`src/rtl/gpio_port_pkg.sv`:
```
package gpio_port_pkg;
   localparam int MODE_W = 2;
   typedef enum logic [MODE_W-1:0] {
      PM_PERIPH = 2'b00,
      PM_OUTPUT = 2'b01,
      PM_IN_PU  = 2'b10,
      PM_IN_NPU = 2'b11
   } pin_mode_e;
endpackage

```
`src/rtl/gpio_port_sync.sv`:
```
module gpio_port_sync #(
   parameter int WIDTH  = 8,
   parameter int STAGES = 2
) (
   input  logic             clk,
   input  logic             rst_n,
   input  logic [WIDTH-1:0] d_async,
   output logic [WIDTH-1:0] q_sync
);
   logic [WIDTH-1:0] stage_q [STAGES];

   generate
      for (genvar s = 0; s < STAGES; s++) begin : g_stage
         if (s == 0) begin : g_first
            always_ff @(posedge clk) begin
               if (!rst_n) stage_q[s] <= '0;
               else        stage_q[s] <= d_async;
            end
         end else begin : g_next
            always_ff @(posedge clk) begin
               if (!rst_n) stage_q[s] <= '0;
               else        stage_q[s] <= stage_q[s-1];
            end
         end
      end
   endgenerate

   assign q_sync = stage_q[STAGES-1];


   sync_advance_chk: assert property (@(posedge clk) disable iff (!rst_n)
      $past(rst_n) |-> q_sync == $past(stage_q[STAGES-2]));
endmodule

```
`src/rtl/gpio_port_regs.sv`:
```
module gpio_port_regs #(
   parameter int PINS   = 8,
   parameter int ADDR_W = 2
) (
   input  logic              clk,
   input  logic              rst_n,
   input  logic [ADDR_W-1:0] bus_addr,
   input  logic [PINS-1:0]   bus_wdata,
   input  logic              bus_wr,
   input  logic [PINS-1:0]   pin_sync,
   output logic [PINS-1:0]   latch_q,
   output logic [2*PINS-1:0] mode_q,
   output logic [PINS-1:0]   bus_rdata
);
   localparam logic [ADDR_W-1:0] A_LATCH = ADDR_W'(0);
   localparam logic [ADDR_W-1:0] A_MLOW  = ADDR_W'(1);
   localparam logic [ADDR_W-1:0] A_MHIGH = ADDR_W'(2);

   logic [PINS-1:0] rd_next;
   logic [PINS-1:0] port_view;

   always_ff @(posedge clk) begin
      if (!rst_n) begin
         latch_q <= '0;
         mode_q  <= '0;
      end else if (bus_wr) begin
         unique case (bus_addr)
            A_LATCH: latch_q             <= bus_wdata;
            A_MLOW:  mode_q[PINS-1:0]    <= bus_wdata;
            A_MHIGH: mode_q[2*PINS-1:PINS] <= bus_wdata;
            default: ;
         endcase
      end
   end

   generate
      for (genvar n = 0; n < PINS; n++) begin : g_view
         assign port_view[n] = mode_q[2*n+1] ? pin_sync[n] : latch_q[n];
      end
   endgenerate

   always_comb begin
      unique case (bus_addr)
         A_LATCH: rd_next = port_view;
         A_MLOW:  rd_next = mode_q[PINS-1:0];
         A_MHIGH: rd_next = mode_q[2*PINS-1:PINS];
         default: rd_next = '0;
      endcase
   end

   always_ff @(posedge clk) begin
      if (!rst_n) bus_rdata <= '0;
      else        bus_rdata <= rd_next;
   end


   latch_write_chk: assert property (@(posedge clk) disable iff (!rst_n)
      bus_wr && bus_addr == A_LATCH |=> latch_q == $past(bus_wdata));

   mlow_keeps_high_chk: assert property (@(posedge clk) disable iff (!rst_n)
      bus_wr && bus_addr == A_MLOW |=> $stable(mode_q[2*PINS-1:PINS]));

   mhigh_keeps_low_chk: assert property (@(posedge clk) disable iff (!rst_n)
      bus_wr && bus_addr == A_MHIGH |=> $stable(mode_q[PINS-1:0]));

   unused_addr_chk: assert property (@(posedge clk) disable iff (!rst_n)
      bus_wr && bus_addr == ADDR_W'(3) |=> $stable(mode_q) && $stable(latch_q));
endmodule

```
`src/rtl/gpio_port_pin.sv`:
```
module gpio_port_pin
   import gpio_port_pkg::*;
(
   input  logic              clk,
   input  logic              rst_n,
   input  logic [MODE_W-1:0] mode,
   input  logic              latch_bit,
   input  logic              alt_o,
   input  logic              alt_e,
   output logic              pad_o,
   output logic              pad_e,
   output logic              pull_en,
   output logic              periph_sel
);
   pin_mode_e m;
   assign m = pin_mode_e'(mode);

   always_comb begin
      pad_o      = 1'b0;
      pad_e      = 1'b0;
      pull_en    = 1'b0;
      periph_sel = 1'b0;
      unique case (m)
         PM_PERIPH: begin
            pad_o      = alt_o;
            pad_e      = alt_e;
            periph_sel = 1'b1;
         end
         PM_OUTPUT: begin
            pad_o = latch_bit;
            pad_e = 1'b1;
         end
         PM_IN_PU:  pull_en = 1'b1;
         PM_IN_NPU: ;
         default: ;
      endcase
   end


   pull_only_in_pu_chk: assert property (@(posedge clk) disable iff (!rst_n)
      pull_en |-> mode == 2'b10);

   input_undriven_chk: assert property (@(posedge clk) disable iff (!rst_n)
      mode[1] |-> !pad_e && !pad_o);

   output_drives_chk: assert property (@(posedge clk) disable iff (!rst_n)
      mode == 2'b01 |-> pad_e && pad_o == latch_bit);

   periph_sel_chk: assert property (@(posedge clk) disable iff (!rst_n)
      periph_sel |-> mode == 2'b00 && pad_e == alt_e);
endmodule

```
`src/rtl/gpio_mode_port.sv`:
```
module gpio_mode_port
   import gpio_port_pkg::*;
#(
   parameter int PINS        = 8,
   parameter int ADDR_W      = 2,
   parameter int SYNC_STAGES = 2
) (
   input  logic              clk,
   input  logic              rst_n,
   input  logic [ADDR_W-1:0] bus_addr,
   input  logic [PINS-1:0]   bus_wdata,
   input  logic              bus_wr,
   output logic [PINS-1:0]   bus_rdata,
   input  logic [PINS-1:0]   pin_in,
   input  logic [PINS-1:0]   alt_out,
   input  logic [PINS-1:0]   alt_oe,
   output logic [PINS-1:0]   pad_out,
   output logic [PINS-1:0]   pad_oe,
   output logic [PINS-1:0]   pad_pu,
   output logic [PINS-1:0]   alt_sel
);
   localparam int MODE_BITS = MODE_W * PINS;

   generate
      if (PINS < 1) begin : g_bad_pins
         $error("PINS must be at least 1");
      end
      if (SYNC_STAGES < 2) begin : g_bad_sync
         $error("SYNC_STAGES must be at least 2");
      end
      if (ADDR_W < 2) begin : g_bad_addr
         $error("ADDR_W must cover three registers");
      end
   endgenerate

   logic [PINS-1:0]      pin_sync;
   logic [PINS-1:0]      latch_q;
   logic [MODE_BITS-1:0] mode_q;

   gpio_port_sync #(.WIDTH(PINS), .STAGES(SYNC_STAGES)) u_sync (
      .clk(clk), .rst_n(rst_n), .d_async(pin_in), .q_sync(pin_sync));

   gpio_port_regs #(.PINS(PINS), .ADDR_W(ADDR_W)) u_regs (
      .clk(clk), .rst_n(rst_n), .bus_addr(bus_addr), .bus_wdata(bus_wdata),
      .bus_wr(bus_wr), .pin_sync(pin_sync), .latch_q(latch_q),
      .mode_q(mode_q), .bus_rdata(bus_rdata));

   generate
      for (genvar n = 0; n < PINS; n++) begin : g_pin
         gpio_port_pin u_pin (
            .clk(clk), .rst_n(rst_n),
            .mode(mode_q[MODE_W*n +: MODE_W]), .latch_bit(latch_q[n]),
            .alt_o(alt_out[n]), .alt_e(alt_oe[n]),
            .pad_o(pad_out[n]), .pad_e(pad_oe[n]),
            .pull_en(pad_pu[n]), .periph_sel(alt_sel[n]));
      end
   endgenerate


   periph_pass_chk: assert property (@(posedge clk) disable iff (!rst_n)
      (pad_oe & alt_sel) == (alt_oe & alt_sel) && (pad_out & alt_sel) == (alt_out & alt_sel));

   pull_excludes_sel_chk: assert property (@(posedge clk) disable iff (!rst_n)
      (pad_pu & alt_sel) == '0);
endmodule

```
`config.mk`:
```
export PLATFORM = sky130hd
export DESIGN_NAME = gpio_mode_port
export DESIGN_NICKNAME = d
export VERILOG_FILES = /design/src/rtl/gpio_port_pkg.sv /design/src/rtl/gpio_port_sync.sv /design/src/rtl/gpio_port_regs.sv /design/src/rtl/gpio_port_pin.sv /design/src/rtl/gpio_mode_port.sv
export SDC_FILE = /design/constraint.sdc
export NUM_CORES = 1
export LEC_CHECK = 0
export BUFFER_PORTS_ARGS = -buffer_cell sky130_fd_sc_hd__buf_2
export CAP_MARGIN = 20
export CORE_AREA = 2 2 99 101
export CTS_BUF_LIST = sky130_fd_sc_hd__clkbuf_8
export CTS_CLUSTER_SIZE = 16
export DETAILED_ROUTE_END_ITERATION = 16
export DIE_AREA = 0 0 101 103
export PLACE_DENSITY_LB_ADDON = 0.25
export SETUP_SLACK_MARGIN = 0.02
export SYNTH_ARGS = -nofsm -noshare
export SYNTH_HDL_FRONTEND = slang
export SYNTH_SLANG_ARGS = --single-unit
```
`constraint.sdc`:
```
create_clock -name clk -period 0.9 [get_ports clk]
set_input_delay 0.045 -clock clk [delete_from_list [all_inputs] [get_ports clk]]
set_output_delay 0.045 -clock clk [all_outputs]
set_load 0.02 [all_outputs]
```
==> results of run 1 <==
## final cells by class
class | instances | share of cell area (%)
clock buffers | 5 | 1.89
clock inverters | 3 | 1.17
multi-input cells | 159 | 35.0
flip-flops and latches | 48 | 27.8
well taps | 114 | 3.91
repair buffers | 137 | 30.2
## sequential cells by signal, indices dropped and copies added (netlist names)
signal            cells
u_sync.stage_q       16
u_regs.latch_q        8
u_regs.bus_rdata      8
u_regs.mode_q        16
## layout by cell type (no fill, tap or decap), types with 8 or more instances in the layout
cell and instances:
a21boi_1 10, buf_6 38, nor2b_1 23, nor2_1 10, buf_2 47, mux2i_1 24, nor2_4 16, dfxtp_4 13
and2_1 16, nand3_1 8, nand2_1 8, buf_4 40, dlygate4sd3_1 10, dfxtp_1 31
## cell families after synthesis
group,Yosys count
buffers and inverters,43
multiplexers,31
AO/OA/AOI/OAI,25
flip-flops,48
AND/OR/NAND/NOR,103
## worst reg2reg max path, stage by stage, from the launching register on
cell and delay, ps:
dfxtp_4 360, buf_6 110, buf_6 110, mux2_4 290, nand2_2 60, a21boi_2 50
## repair_timing
item | in CTS | in global routing
gates cloned | 0 | 0
hold endpoints to repair | 10 | 0
pin swaps | 17 | 14
endpoints found under the setup margin | 38 | 44
buffers inserted | 18 | 6
hold buffers | 10 | 0
gates resized for setup | 106 | 48
## per-stage QoR
step                      total power, W  setup WS [ps]  cell area, um2  hold slack [ps]  setup TNS (ps)
after global routing             0.00502           -300            3650             8.99           -8230
after global placement           0.00300          -53.0            2800              252            -313
after detailed placement         0.00300           -104            2800              256            -913
after CTS                        0.00475           -239            3440             1.09           -6210
after floorplan                  0.00280           13.6            2340              172               0
final                            0.00478           -254            3650             1.51           -6300
## power groups by stage
| stage | sequential [W] | clock [W] | combinational [W] |
|---|---|---|---|
| 2_1_floorplan | 0.00229 | 0 | 0.000508 |
| 3_3_place_gp | 0.00230 | 0 | 0.000700 |
| 3_5_place_dp | 0.00230 | 0 | 0.000709 |
| 4_1_cts | 0.00223 | 0.00160 | 0.000917 |
| 5_1_grt | 0.00224 | 0.00171 | 0.00107 |
| 6_report | 0.00223 | 0.00156 | 0.000994 |
## how the worst max path moves through the flow
| stage | start | to | slack (ps) | cells after the start |
|---|---|---|---|---|
| global route | u_regs.mode_q[4]$_SDFFE_PN0P_ | pad_out[2] | -300 | 3 |
| CTS | u_regs.mode_q[10]$_SDFFE_PN0P_ | pad_out[5] | -240 | 3 |
| finish | u_regs.mode_q[4]$_SDFFE_PN0P_ | pad_oe[2] | -250 | 4 |
| global placement | bus_addr[1] | u_regs.latch_q[4]$_SDFFE_PN0P_ | -50 | 5 |
| detailed placement | bus_addr[1] | u_regs.latch_q[3]$_SDFFE_PN0P_ | -100 | 5 |
| floorplan | u_regs.mode_q[9]$_SDFFE_PN0P_ | u_regs.bus_rdata[4]$_SDFF_PN0_ | 10 | 3 |
## layer usage
layer | routed length (um) | up-vias | GRT usage (%)
met2 | 2840 | 55 | 19.2
met5 | 0 | - | 0
met1 | 2700 | 893 | 14.5
li1 | - | 995 | -
met4 | 96 | 0 | 4.05
met3 | 250 | 9 | 2.51
==> results.toml, run 1 <==
[synthesis]
synth_cell_types = 21
synth_simple_gate_area_share_pct = 22.6
yosysTopAreaCellShare_pct = 41.9
synthXorXnorAreaFrac_pct = 0
synthAdderAreaFrac_pct = 0
syn_avg_cell_area_um2 = 9.16
synth-edff-count = 0
async_flop_share_pct = 0
yosys_warnings = 0
synth_compound_area_share_pct = 8.30
synth_area_leaders = "dfxtp_1 (42%), buf_4 (11%), mux2i_1 (10%), nor2b_1 (7.4%), nor2_1 (5.4%)"
mappedNetlistArea_um2 = 2290
yosysSeqAreaShare_pct = 41.9
yosysTopAreaCell = "dfxtp_1"
syn_nets = 287
synth_most_common_cell = "dfxtp_1"
synth.top_cells.by_count = "dfxtp_1 (48), buf_4 (35), nor2_1 (33)"
synth_ff_type = "dfxtp_1"
synthCells = 250
synth_top_family_by_area = "simple AND/OR/NAND/NOR gates"
synth-seq-cells = 48
synth.mux.area_fraction_pct = 13.9

[cts]
htree_levels = 2
cts_sinks = 48
cts_root_buf = "clkbuf_8"
numCtsBuffers = 5
clock_latency_ps = 310
cts_buffer_depth = 2
cts_tree = "done"
clk_pin_slew_worst_paths_ps = 100

[finish]
regArea_um2 = 1010
nNetsFinal = 388
fin_util_pct = 38.6
nFillCells = 957
syn_to_final_growth_pct = 59.3
finalNonFillerCells = 466
multi_input_area_um2 = 1280
diodes = 0
drive_gt1_share_pct = 57.7

[sta]
setup_slack_ps = -254
timing.final.crit_share_pct = 128
fmax_ghz = 0.866
rsz0062_at_grt = "yes"
hold_violations = 0
finalCriticalPeriod_ps = 1150
relSlewSlack_pct = 83.0
setup_viol = 40
tightest_slew_ps = 256
finalMaxSlewViolations = 0
skew_ps = 16.1

[placement]
dpl.hpwl_um = 4180
gp_congestion = 0.770
io_buffers = 76
placed_cells = 425

[grt]
grt_first_pass_wirelength_um = 9200
antenna_found_initial = 0
grt.overflow.total = 0
track_usage_pct = 11.4
grt_start_max_net_pins = 29
grt_pass1_vias = 1869

[worst_setup_path]
reg2reg_slack_ps = -160
critPathMaxFanout = 3
cp_slowest_cell = "dfxtp_4"
worstSetupPathType = "reg -> out"
arrival_ps = 1110
r2r-start = "u_regs.mode_q[3]$_SDFFE_PN0P_"
critPathCaptureType = "output pin"
cp_num_buf_inv = 2
reg2reg_to = "u_regs.bus_rdata[1]$_SDFF_PN0_"
crit_family = "flip-flops"
cp_slowest_stage_delay_ps = 360
required_ps = 850
reg2reg_depth = 5
crit_path_start_kind = "flop"
crit_path_frequent_cell = "buf_4"
crit_chain = "buf_4 -> nor2_4 -> nor2_2 -> buf_4"

[min_path]
hp-class = "in -> reg"
worstHoldStart = "bus_wdata[0]"
holdPathStages = 3
hold_end = "u_regs.mode_q[0]$_SDFFE_PN0P_"

[routing]
routed_via_density = 4.19
via_count = 1952
route.detailed.drc = 0
wl_um = 5890
firstDrtPassIters = 4
drtAntennaViolNets = 0
drt_iter0_markers = 68
wl_per_cell_um = 12.6

[die]
initial_utilization_pct = 24.2
chipWidth_um = 101
rows = 36
ios = 77
core-area_um2 = 9460
floorplan.die.height_um = 103
die_area_um2 = 10400

[run]
maxCapViolCount = 0

[pwr]
p_int_w = 0.00353
leakagePower_nw = 1.58
power_density_nw_per_um2 = 1310
clkPwrFrac_pct = 32.7
p_sw_w = 0.00125
p_comb_share_pct = 20.8
seqPwrFrac_pct = 46.6
swShare_pct = 26.2
ir_worst_vdd_mv = 0.534

[run_status]
violations = "setup timing"
status = "finished with violations"
Note: power is estimated with default switching activity, not from simulation.
==> inputs of run 2 (changes only) <==
Settings changed: BUFFER_PORTS_ARGS -buffer_cell sky130_fd_sc_hd__buf_2 to -buffer_cell sky130_fd_sc_hd__buf_4.
==> run 2 against run 1 <==
Compared with the run above: combinational power barely moved; core utilization rose by 0.46 points; clock power fell by 17%; critical path depth fell by 1; non-clock buffer count fell by 1; the run still ends with setup timing left.
==> results.toml, run 2 (synthesis results as in run 1) <==
[routing]
routed_via_density = 4.12
via_count = 1914
wl_um = 5660
drtAntennaViolNets = 0
firstDrtPassIters = 4
drt_iter0_markers = 70
route.detailed.drc = 0
wl_per_cell_um = 12.2

[grt]
grt_start_max_net_pins = 35
antenna_found_initial = 0
grt_pass1_vias = 1789
track_usage_pct = 10.9
grt_first_pass_wirelength_um = 8790
grt.overflow.total = 0

[finish]
fin_util_pct = 39.0
syn_to_final_growth_pct = 61.2
finalNonFillerCells = 465
largestRegisters = "u_regs.mode_q x16, u_sync.stage_q x16"
diodes = 0
nNetsFinal = 387
nFillCells = 947
final_cell_mix = "buf_4 (85), buf_6 (42), dfxtp_1 (31)"
final_common_cell = "buf_4"
drive_gt1_share_pct = 55.6

[worst_setup_path]
crit_path_start_kind = "flop"
critPathCaptureType = "output pin"
arrival_ps = 1080
r2r-start = "u_regs.mode_q[13]$_SDFFE_PN0P_"
startpoint = "u_regs.mode_q[10]$_SDFFE_PN0P_"
cp_slowest_cell = "dfxtp_4"
cp_slowest_stage_delay_ps = 380
reg2reg_to = "u_regs.bus_rdata[6]$_SDFF_PN0_"
reg2reg_depth = 5
worstSetupPathType = "reg -> out"
crit_chain = "mux2i_1 -> nor2_2 -> buf_6"
reg2reg_slack_ps = -150
required_ps = 850
crit_end = "pad_out[5]"
critPathMaxFanout = 3

[sta]
hold_ws_ps = 15.0
timing.final.crit_share_pct = 125
hold_violations = 0
fmax_ghz = 0.887
tns_ps = -5920
relSlewSlack_pct = 80.1
finalMaxSlewViolations = 0
setup_viol = 39
skew_ps = 12.1
setup_slack_ps = -227
finalCriticalPeriod_ps = 1130
rsz0062_at_grt = "yes"
tightest_slew_ps = 298

[run]
maxCapViolCount = 0

[run_status]
status = "finished with violations"
violations = "setup timing"

[pwr]
p_total_w = 0.00454
power_density_nw_per_um2 = 1230
leakagePower_nw = 1.60
ir_worst_vdd_mv = 0.614

[cts]
clock_latency_ps = 300
cts_root_buf = "clkbuf_8"
cts_sinks = 48
cts_tree = "done"
numCtsBuffers = 5
cts_buffer_depth = 2
htree_levels = 2
clk_pin_slew_worst_paths_ps = 90

[placement]
io_buffers = 76
placed_cells = 428
gp_congestion = 0.760
dpl.hpwl_um = 4130

[die]
rows = 36
chipWidth_um = 101
core-area_um2 = 9460
initial_utilization_pct = 24.2
die_area_um2 = 10400
ios = 77
floorplan.die.height_um = 103

[min_path]
hp-class = "in -> reg"
run 2: what timing repair did:
action	CTS	global route
resized for setup	75	41
buffers inserted	16	7
hold buffers	8	0
endpoints found under the setup margin	37	43
endpoints found under the hold margin	8	0
pin swaps	20	7
run 2: final cells by class:
| type | instances | area [um2] | area share, % |
|---|---|---|---|
| sequential | 48 | 1010 | 27.3 |
| tap | 114 | 143 | 3.86 |
| timing repair buffer | 136 | 1210 | 32.8 |
| multi-input combinational | 159 | 1240 | 33.6 |
| clock buffer | 6 | 82.6 | 2.24 |
| clock inverter | 2 | 7.51 | 0.203 |
run 2: per-stage QoR:
stage / worst slack (ps) / area (um2)
after floorplan: 13.6 / 2340
after global placement: -36.0 / 3000
after detailed placement: -84.7 / 3000
after CTS: -239 / 3510
after global routing: -302 / 3690
final: -227 / 3690
run 2: worst min-delay path by stage:
stage	from	endpoint	slack, ps	cells past startpoint
2_1_floorplan	pin_in[0]	u_sync.stage_q[0][0]$_SDFF_PN0_	170	1
3_3_place_gp	pin_in[7]	u_sync.stage_q[0][7]$_SDFF_PN0_	260	2
3_5_place_dp	pin_in[3]	u_sync.stage_q[0][3]$_SDFF_PN0_	260	2
4_1_cts	bus_wdata[4]	u_regs.mode_q[4]$_SDFFE_PN0P_	0.3	3
5_1_grt	bus_wdata[0]	u_regs.mode_q[0]$_SDFFE_PN0P_	9	3
6_report	bus_wdata[4]	u_regs.mode_q[4]$_SDFFE_PN0P_	10	3
run 2: critical path: cells and delay by family (launching register included):
family	cells	cell delay [ps]
buffers and inverters	1	130
flip-flops	1	380
multiplexers	1	220
AND/OR/NAND/NOR	1	60
run 2: report_power, final:
part | total, W | internal, W | switching (W)
clock | 0.00129 | 0.000605 | 0.000686
sequential | 0.00223 | 0.00218 | 0.0000521
combinational | 0.00102 | 0.000572 | 0.000445
run 2: routing by layer:
layer | track usage (%) | up-vias | wire [um]
li1 | - | 997 | -
met4 | 2.81 | 0 | 24
met1 | 14.5 | 868 | 2720
met3 | 2.37 | 2 | 250
met2 | 17.8 | 47 | 2660
met5 | 0 | - | 0
